[config.mk]
export PLATFORM = sky130hd
export DESIGN_NAME = timer_event_counter
export DESIGN_NICKNAME = d
export VERILOG_FILES = /design/src/rtl/tmr_pkg.sv /design/src/rtl/tmr_pin_sync.sv /design/src/rtl/tmr_run_fsm.sv /design/src/rtl/tmr_count_core.sv /design/src/rtl/timer_event_counter.sv
export SDC_FILE = /design/constraint.sdc
export NUM_CORES = 1
export LEC_CHECK = 0
export ABC_AREA = 1
export BUFFER_PORTS_ARGS = -buffer_cell sky130_fd_sc_hd__buf_4
export CORE_ASPECT_RATIO = 0.5
export CORE_MARGIN = 2
export CORE_UTILIZATION = 32
export DETAILED_ROUTE_END_ITERATION = 10
export GPL_TIMING_DRIVEN = 0
export PLACE_DENSITY_LB_ADDON = 0.25
export SLEW_MARGIN = 20
export SYNTH_ARGS = -nofsm -noshare
export SYNTH_HDL_FRONTEND = slang
export SYNTH_SLANG_ARGS = --single-unit
[constraint.sdc]
create_clock -name clk -period 3.4 [get_ports clk]
set_input_delay 0.68 -clock clk [delete_from_list [all_inputs] [get_ports clk]]
set_output_delay 0.68 -clock clk [all_outputs]
set_load 0.02 [all_outputs]
[src/rtl/tmr_pkg.sv]
package tmr_pkg;
    typedef enum logic [1:0] {
        MODE_OFF   = 2'b00,
        MODE_EVENT = 2'b01,
        MODE_TIMER = 2'b10,
        MODE_PULSE = 2'b11
    } tmr_mode_e;

    typedef enum logic [1:0] {
        ST_HALT    = 2'd0,
        ST_RUN     = 2'd1,
        ST_MEASURE = 2'd2
    } tmr_state_e;

    localparam logic [1:0] ADDR_CTRL = 2'd0;
    localparam logic [1:0] ADDR_HIGH = 2'd1;
    localparam logic [1:0] ADDR_LOW  = 2'd2;

    localparam int CTRL_MODE_HI = 7;
    localparam int CTRL_MODE_LO = 6;
    localparam int CTRL_EN_BIT  = 4;
    localparam int CTRL_SEL_BIT = 3;
endpackage

[src/rtl/tmr_pin_sync.sv]
module tmr_pin_sync #(
    parameter int STAGES = 2
) (
    input  logic clk,
    input  logic rst_n,
    input  logic pin_i,
    output logic level_o,
    output logic rise_o,
    output logic fall_o
);
    logic [STAGES:0] chain_q;

    generate
        for (genvar g = 0; g <= STAGES; g++) begin : g_stage
            if (g == 0) begin : g_first
                always_ff @(posedge clk or negedge rst_n) begin
                    if (!rst_n) chain_q[0] <= 1'b0;
                    else        chain_q[0] <= pin_i;
                end
            end else begin : g_next
                always_ff @(posedge clk or negedge rst_n) begin
                    if (!rst_n) chain_q[g] <= 1'b0;
                    else        chain_q[g] <= chain_q[g-1];
                end
            end
        end
    endgenerate

    assign level_o = chain_q[STAGES-1];
    assign rise_o  = chain_q[STAGES-1] & ~chain_q[STAGES];
    assign fall_o  = ~chain_q[STAGES-1] & chain_q[STAGES];
endmodule

[src/rtl/tmr_run_fsm.sv]
module tmr_run_fsm
    import tmr_pkg::*;
(
    input  logic       clk,
    input  logic       rst_n,
    input  logic       ctrl_wr_i,
    input  logic       wr_en_bit_i,
    input  tmr_mode_e  wr_mode_i,
    input  tmr_mode_e  mode_i,
    input  logic       level_match_i,
    output tmr_state_e state_o,
    output logic       load_o,
    output logic       running_o
);
    tmr_state_e state_q, state_d;

    always_comb begin
        state_d = state_q;
        unique case (state_q)
            ST_HALT: begin
                if (ctrl_wr_i && wr_en_bit_i) state_d = ST_RUN;
            end
            ST_RUN: begin
                if (ctrl_wr_i && !wr_en_bit_i)                   state_d = ST_HALT;
                else if (mode_i == MODE_PULSE && level_match_i)  state_d = ST_MEASURE;
            end
            ST_MEASURE: begin
                if (ctrl_wr_i) begin
                    if (!wr_en_bit_i)                state_d = ST_HALT;
                    else if (wr_mode_i != MODE_PULSE) state_d = ST_RUN;
                end else if (!level_match_i) begin
                    state_d = ST_HALT;
                end
            end
            default: state_d = ST_HALT;
        endcase
    end

    always_ff @(posedge clk or negedge rst_n) begin
        if (!rst_n) state_q <= ST_HALT;
        else        state_q <= state_d;
    end

    always_comb begin
        state_o   = state_q;
        running_o = (state_q != ST_HALT);
        load_o    = (state_q == ST_HALT) && ctrl_wr_i && wr_en_bit_i;
    end

    // the end of the measured level stops the block
    assert_autostop_R6: assert property (@(posedge clk) disable iff (!rst_n)
        (state_q == ST_MEASURE && !ctrl_wr_i && !level_match_i) |=> (state_q == ST_HALT));

    // clearing the enable bit always stops
    assert_stop_on_clear_R2: assert property (@(posedge clk) disable iff (!rst_n)
        (ctrl_wr_i && !wr_en_bit_i) |=> (state_q == ST_HALT));
endmodule

[src/rtl/tmr_count_core.sv]
module tmr_count_core #(
    parameter int CNT_W = 16
) (
    input  logic             clk,
    input  logic             rst_n,
    input  logic             load_i,
    input  logic             step_i,
    input  logic [CNT_W-1:0] preload_i,
    output logic [CNT_W-1:0] count_o,
    output logic             ovf_o
);
    localparam logic [CNT_W-1:0] TOP = '1;

    logic [CNT_W-1:0] count_q;
    logic             ovf_q;

    always_ff @(posedge clk or negedge rst_n) begin
        if (!rst_n) begin
            count_q <= '0;
            ovf_q   <= 1'b0;
        end else begin
            ovf_q <= 1'b0;
            if (load_i) begin
                count_q <= preload_i;
            end else if (step_i) begin
                if (count_q == TOP) begin
                    count_q <= preload_i;
                    ovf_q   <= 1'b1;
                end else begin
                    count_q <= count_q + 1'b1;
                end
            end
        end
    end

    assign count_o = count_q;
    assign ovf_o   = ovf_q;

    // a flagged wrap came from the top value and landed on the preload
    assert_wrap_reload_R11: assert property (@(posedge clk) disable iff (!rst_n)
        ovf_q |-> ($past(count_q) == TOP && count_q == $past(preload_i)));

    // without a load or step the count is held
    assert_hold_R10: assert property (@(posedge clk) disable iff (!rst_n)
        (!load_i && !step_i) |=> $stable(count_q));
endmodule

[src/rtl/timer_event_counter.sv]
module timer_event_counter
    import tmr_pkg::*;
#(
    parameter int DATA_W      = 8,
    parameter int SYNC_STAGES = 2
) (
    input  logic              clk,
    input  logic              rst_n,
    input  logic              tick_i,
    input  logic              pin_i,
    input  logic              reg_wr_i,
    input  logic              reg_rd_i,
    input  logic [1:0]        reg_addr_i,
    input  logic [DATA_W-1:0] reg_wdata_i,
    output logic [DATA_W-1:0] reg_rdata_o,
    output logic              ovf_o
);
    localparam int CNT_W = 2 * DATA_W;

    tmr_mode_e         mode_q;
    logic              sel_q;
    logic [CNT_W-1:0]  preload_q;
    logic [DATA_W-1:0] lowbuf_q;
    logic [CNT_W-1:0]  count;
    logic              level, rise, fall, level_match;
    logic              load, running, step;
    logic              ctrl_wr;
    tmr_state_e        state;
    tmr_mode_e         wr_mode;

    assign ctrl_wr     = reg_wr_i && (reg_addr_i == ADDR_CTRL);
    assign wr_mode     = tmr_mode_e'(reg_wdata_i[CTRL_MODE_HI:CTRL_MODE_LO]);
    assign level_match = (level == sel_q);

    tmr_pin_sync #(.STAGES(SYNC_STAGES)) u_sync (
        .clk(clk), .rst_n(rst_n), .pin_i(pin_i),
        .level_o(level), .rise_o(rise), .fall_o(fall)
    );

    tmr_run_fsm u_fsm (
        .clk(clk), .rst_n(rst_n), .ctrl_wr_i(ctrl_wr),
        .wr_en_bit_i(reg_wdata_i[CTRL_EN_BIT]), .wr_mode_i(wr_mode),
        .mode_i(mode_q), .level_match_i(level_match),
        .state_o(state), .load_o(load), .running_o(running)
    );

    always_comb begin
        step = 1'b0;
        unique case (mode_q)
            MODE_EVENT: step = running && (sel_q ? fall : rise);
            MODE_TIMER: step = running && tick_i;
            MODE_PULSE: step = running && tick_i && level_match;
            default:    step = 1'b0;
        endcase
    end

    tmr_count_core #(.CNT_W(CNT_W)) u_core (
        .clk(clk), .rst_n(rst_n), .load_i(load), .step_i(step),
        .preload_i(preload_q), .count_o(count), .ovf_o(ovf_o)
    );

    always_ff @(posedge clk or negedge rst_n) begin
        if (!rst_n) begin
            mode_q    <= MODE_OFF;
            sel_q     <= 1'b0;
            preload_q <= '0;
            lowbuf_q  <= '0;
        end else begin
            if (ctrl_wr) begin
                mode_q <= wr_mode;
                sel_q  <= reg_wdata_i[CTRL_SEL_BIT];
            end
            if (reg_wr_i && reg_addr_i == ADDR_HIGH) preload_q[CNT_W-1:DATA_W] <= reg_wdata_i;
            if (reg_wr_i && reg_addr_i == ADDR_LOW)  preload_q[DATA_W-1:0]     <= reg_wdata_i;
            if (reg_rd_i && reg_addr_i == ADDR_HIGH) lowbuf_q <= count[DATA_W-1:0];
        end
    end

    always_comb begin
        reg_rdata_o = '0;
        case (reg_addr_i)
            ADDR_CTRL: begin
                reg_rdata_o[CTRL_MODE_HI:CTRL_MODE_LO] = mode_q;
                reg_rdata_o[CTRL_EN_BIT]  = running;
                reg_rdata_o[CTRL_SEL_BIT] = sel_q;
            end
            ADDR_HIGH: reg_rdata_o = count[CNT_W-1:DATA_W];
            ADDR_LOW:  reg_rdata_o = lowbuf_q;
            default:   reg_rdata_o = '0;
        endcase
    end

    // spare control bits read as zero
    assert_spare_zero_R7: assert property (@(posedge clk) disable iff (!rst_n)
        (reg_addr_i == ADDR_CTRL) |-> (reg_rdata_o[5] == 1'b0 && reg_rdata_o[2:0] == 3'b000));

    // a high-byte read snapshots the low byte
    assert_snapshot_R8: assert property (@(posedge clk) disable iff (!rst_n)
        (reg_rd_i && reg_addr_i == ADDR_HIGH) |=> (lowbuf_q == $past(count[DATA_W-1:0])));

    // the unused mode never moves the count
    assert_off_frozen_R1: assert property (@(posedge clk) disable iff (!rst_n)
        (mode_q == MODE_OFF && state != ST_HALT && !ctrl_wr) |=> $stable(count));
endmodule

Word level (Yosys, flattened, before mapping) --
Index checks and enable logic that the tools add are counted.
Operators by class: bitwise operators 4, reduce and logical (&&, ||, !) cells 18, $add $sub $neg 1, muxes and demuxes 20, equality and inequality tests 14
Operators with widths (count):
- 16-bit 2-to-1 mux | 3
- 2-bit case mux with 3 select lines | 3
- 16-bit by 1-bit adder with 16-bit output (second input constant) | 1
- 16-bit equality test (second input constant) | 1
- 2-bit 2-to-1 mux | 7
- 1-bit logical AND | 12
- 2-bit equality test (second input constant) | 4
- 2-bit by 1-bit equality test with 1-bit output (second input constant) | 3
- 3-bit case mux with 2 select lines | 1
- 2-bit zero test | 2
- 1-bit 2-to-1 mux | 4
- 4-bit inequality test (second input constant) | 1
- 4-bit AND reduction | 1
- 2-bit nonzero test | 2
- 3-bit by 1-bit inequality test with 1-bit output (second input constant) | 1
- 3-bit by 2-bit inequality test with 1-bit output (second input constant) | 1
- 1-bit case mux with 3 select lines | 1
- 1-bit bitwise AND | 2
- 2-bit by 1-bit inequality test with 1-bit output (second input constant) | 1
- 2-bit inequality test (second input constant) | 1
- 1-bit inverter | 2
- 1-bit case mux with 2 select lines | 1
- 1-bit equality test | 1
- 1-bit zero test | 1
Storage, ports and cells: flip-flop bits (word level) 49, input port bits 16, logic and storage cells 68

Logic depth before layout (Yosys ltp) --
depth in word-level cells 7, depth in mapped cells 12, depth with buffers taken out 11

Hierarchy --
From an unflattened synthesis, not the netlist that was laid out.
Second synthesis, totals: cell total of the unflattened synthesis 394, area, all modules 2869.0 µm²
By module, submodules not included:
- timer_event_counter | area each 1352.5 µm², instances 1, cells an instance 170
- tmr_count_core | area each 1273.7 µm², instances 1, cells an instance 191
- tmr_run_fsm | area each 152.6 µm², instances 1, cells an instance 26
- tmr_pin_sync | area each 90.1 µm², instances 1, cells an instance 7

Worst setup path before layout --
No wires, ideal clock.
path kind in2out, start input port reg_addr_i[0], end output port reg_rdata_o[4], setup slack 1.224 ns, data required time 2.720 ns, arrival time 1.496 ns, stages 5, cell sequence inv_1 ha_1 buf_2 nand2_1 a31oi_1
On the way: word-level cells in the longest chain between the ends 2, elaborated cells between the ends (all ways) 4, classes of those cells eq/ne (2); mux (1); reduce/logical (1)
Ends and longest elaborated chain:
- start: declaration | RTL line timer_event_counter.sv:13 | input logic [1:0] reg_addr_i,
- 2-bit equality test, or another cell as far along | RTL line timer_event_counter.sv:81 | case (reg_addr_i)
- 2-bit case mux with 3 select lines (*) | RTL line timer_event_counter.sv:81
- end: declaration | RTL line timer_event_counter.sv:15 | output logic [DATA_W-1:0] reg_rdata_o,
Every way passes the cells marked *; elsewhere a longest branch is shown, timed or not.

Worst setup path after layout --
start input port reg_addr_i[1], end output port reg_rdata_o[5]
On the way: word-level cells in the longest chain between the ends 2, elaborated cells between the ends (all ways) 3, classes of those cells eq/ne (2); mux (1)
Ends and longest elaborated chain (RTL line):
- 2-bit equality test / 2-bit by 1-bit equality test with 1-bit output (equally long branches) | timer_event_counter.sv:81
- 1-bit case mux with 2 select lines (*) | timer_event_counter.sv:81
Marked as above.

==> flow_summary.json <==
{
  "ys_ff_latch": 49,
  "grt_use_total_pct": 15.6,
  "synthTopCellsByArea": "dfrtp_1 44%, nand2_1 20%, inv_1 7.0%",
  "rsz0062_at_grt": "false",
  "skew_ns": 0.00646,
  "cts_resized": 0,
  "final_hold_viol_count": 0,
  "syn_area_per_cell_um2": 7.41,
  "synth_top_area_share_pct": 44.1,
  "clk_latency_ns": 0.29,
  "grt-ovfl-total": 0,
  "gp_congestion": 0.839,
  "clk_pin_slew_ns": 0.07,
  "period_needed_ns": 2.36,
  "vias_per_cell": 4.60,
  "cts_setup_buffers": 0,
  "final_antenna_net_count": 0,
  "synth_seq_area_share_pct": 44.1,
  "tns_ns": 0,
  "placed_area_mm2": 0.00310,
  "cellPowerDensity_mw_per_mm2": 666,
  "use_met2_pct": 21.0,
  "status": "complete, no violations",
  "antenna_found_initial": 0,
  "grt_pass1_wl_mm": 11.5,
  "cp_max_fo": 10,
  "io-pin-count": 25,
  "slowest_stage": "buf_2",
  "yosysWarnings": 0,
  "yosys.area.top_type": "dfrtp_1",
  "grt.busiest_layer": "met1",
  "setup_viol": 0,
  "first_global_vias": 2209,
  "slew_headroom_pct": 56.2,
  "critPathCaptureType": "primary output",
  "dieArea_mm2": 0.00949,
  "tritoncts": "done",
  "rows": 23,
  "worst_slew_pin_slew_ns": 0.657,
  "critPathKind": "in2out",
  "syn_to_final_growth_pct": 17.7,
  "synth_commonest_cells": "145 x nand2_1, 52 x inv_1, 49 x dfrtp_1",
  "synth_cells": 375,
  "cts_buffers": 5,
  "n_antenna_cell": 0,
  "die_h_um": 69.9,
  "final_max_slew_viol_count": 0,
  "wirelength_mm": 6.81,
  "ys_async_sr_fraction_pct": 100,
  "clockBufferDepth": 2,
  "path_cells": "buf_4 > inv_1 > ha_1 > buf_2 > nand2_1 > a21oi_1 > buf_4",
  "worstPathRequired_ns": 2.72,
  "ir_worst_vdd_mv": 0.204,
  "synth_nets": 396,
  "numPortBuffers": 24,
  "min_path_type": "reg2reg",
  "cts_root_buf": "clkbuf_16",
  "final_cells": 519,
  "critPathMostFrequentCell": "buf_4",
  "cts.sinks": 49,
  "syn-cell-area_mm2": 0.00278,
  "cp-start-kind": "input pin",
  "grt_use_met3_pct": 2.76,
  "synth_cell_type_count": 28,
  "drt-wirelength-per-cell_um": 13.1,
  "finalCritPeriodShare_pct": 69.4,
  "synth-edff-count": 0,
  "fmax_mhz": 424,
  "drive_gt1_share_pct": 14.7,
  "fp.dieW_um": 136,
  "vias": 2387,
  "whs_ns": 0.350,
  "fin_area_mm2": 0.00327,
  "placed_cells": 511,
  "final_core_util_pct": 39.9,
  "ys.flop_type": "dfrtp_1",
  "drc": 0,
  "yosysMostFrequentCell": "nand2_1",
  "drt-pass1-iter-count": 4,
  "cts-htree-levels": 2,
  "drt_iter0_markers": 238,
  "hpwl_mm": 5.01,
  "slowest_delay_ns": 0.21,
  "hold_buffers": 0,
  "worst_ep_arrival_time_ns": 1.68,
  "initial_core_util_pct": 33.9,
  "grtUsageMet1_pct": 24.6,
  "fin_nets": 427,
  "grt_max_degree": 50,
  "p_leak_nw": 1.68,
  "drv_cap": 0,
  "fp.coreArea_mm2": 0.00820
}
area by class of cell:
| class | count | area [um^2] |
|---|---|---|
| timing repair buffer | 24 | 180 |
| buffer | 8 | 61.3 |
| clock buffer | 7 | 143 |
| inverter | 55 | 206 |
| tap | 112 | 140 |
| fill | 867 | 4930 |
| sequential | 49 | 1230 |
| multi-input combinational | 263 | 1280 |
| clock inverter | 1 | 30.0 |
layer usage:
metal  routed length [um]  vias up
met5                    0        -
met4                   97        0
met3                  260        8
met2                 2670       43
met1                 3770     1106
li1                     -     1230
final timing paths:
path                                                from                             to  slack [ns]  cells past startpoint
min in group asynchronous                          rst_n    u_sync.chain_q[2]$_DFF_PN0_        0.41                      1
max in group asynchronous                          rst_n  u_core.count_o[8]$_DFFE_PN0P_        2.54                      1
max reg2reg                u_core.count_o[1]$_DFFE_PN0P_  u_core.count_o[3]$_DFFE_PN0P_        1.64                      9
min                          u_sync.chain_q[0]$_DFF_PN0_       u_sync.level_o$_DFF_PN0_        0.35                      0
min reg2reg                  u_sync.chain_q[0]$_DFF_PN0_       u_sync.level_o$_DFF_PN0_        0.35                      0
max                                        reg_addr_i[1]                 reg_rdata_o[5]        1.04                      7
per-stage QoR:
step                power, W  setup WS [ns]
floorplan            0.00138           1.22
global placement     0.00158           1.05
detailed placement   0.00159           1.07
CTS                  0.00219           1.07
global route         0.00234           1.01
finish               0.00218           1.04
cell families (layout without fill, tap and decap cells):
| family | count (synthesis) | count (layout) | synth area share [%] |
|---|---|---|---|
| AOI/OAI and AO/OA | 39 | 39 | 7.34 |
| xor gates and xnor gates | 7 | 7 | 2.21 |
| adders and majority gates | 5 | 5 | 2.25 |
| buffers and inverters | 63 | 95 | 9.64 |
| DFF | 49 | 49 | 44.1 |
| muxes | 4 | 4 | 1.62 |
| and+or+nand+nor | 208 | 208 | 32.8 |
placed cells by master (no fill, tap or decap):
cell type and n:
nand2_2 5, o21ba_2 1, inv_1 52, mux2_2 4, clkbuf_1 3, nor2_1 15
nand4_1 7, clkbuf_16 5, xnor2_1 1, nand3_1 26, clkbuf_8 1, nand2_1 145
nor2_4 2, buf_4 25, inv_2 3, buf_2 3, nand2_4 3, buf_6 1
nand4_4 1, xor2_1 6, o31ai_1 1, ha_1 5, a31oi_1 1, o21ai_1 1
nor2_2 3, bufinv_16 1, o21ai_0 29, nand3_2 1, a21oi_1 6, buf_12 1
dfrtp_1 49
sequential cells by signal, summed over array words and instances, names as in the netlist:
register	cells
lowbuf_q	8
sel_q	1
u_core.ovf_o	1
u_core.count_o	16
u_fsm.state_o	2
u_sync.chain_q	2
preload_q	16
mode_q	2
u_sync.level_o	1
worst max-delay path, delay by kind of cell:
kind | cells | cell delay, ns
and+or+nand+nor | 1 | 0.08
buffers and inverters | 4 | 0.58
adders and majority gates | 1 | 0.13
AOI/OAI and AO/OA | 1 | 0.21
power breakdown:
group	total [W]	switching, W	internal (W)
Sequential	0.000963	0.000203	0.000760
Combinational	0.000626	0.000367	0.000259
Clock	0.000591	0.000223	0.000368
Total	0.00218	0.000792	0.00139
Power figures use the tool's default switching activity.
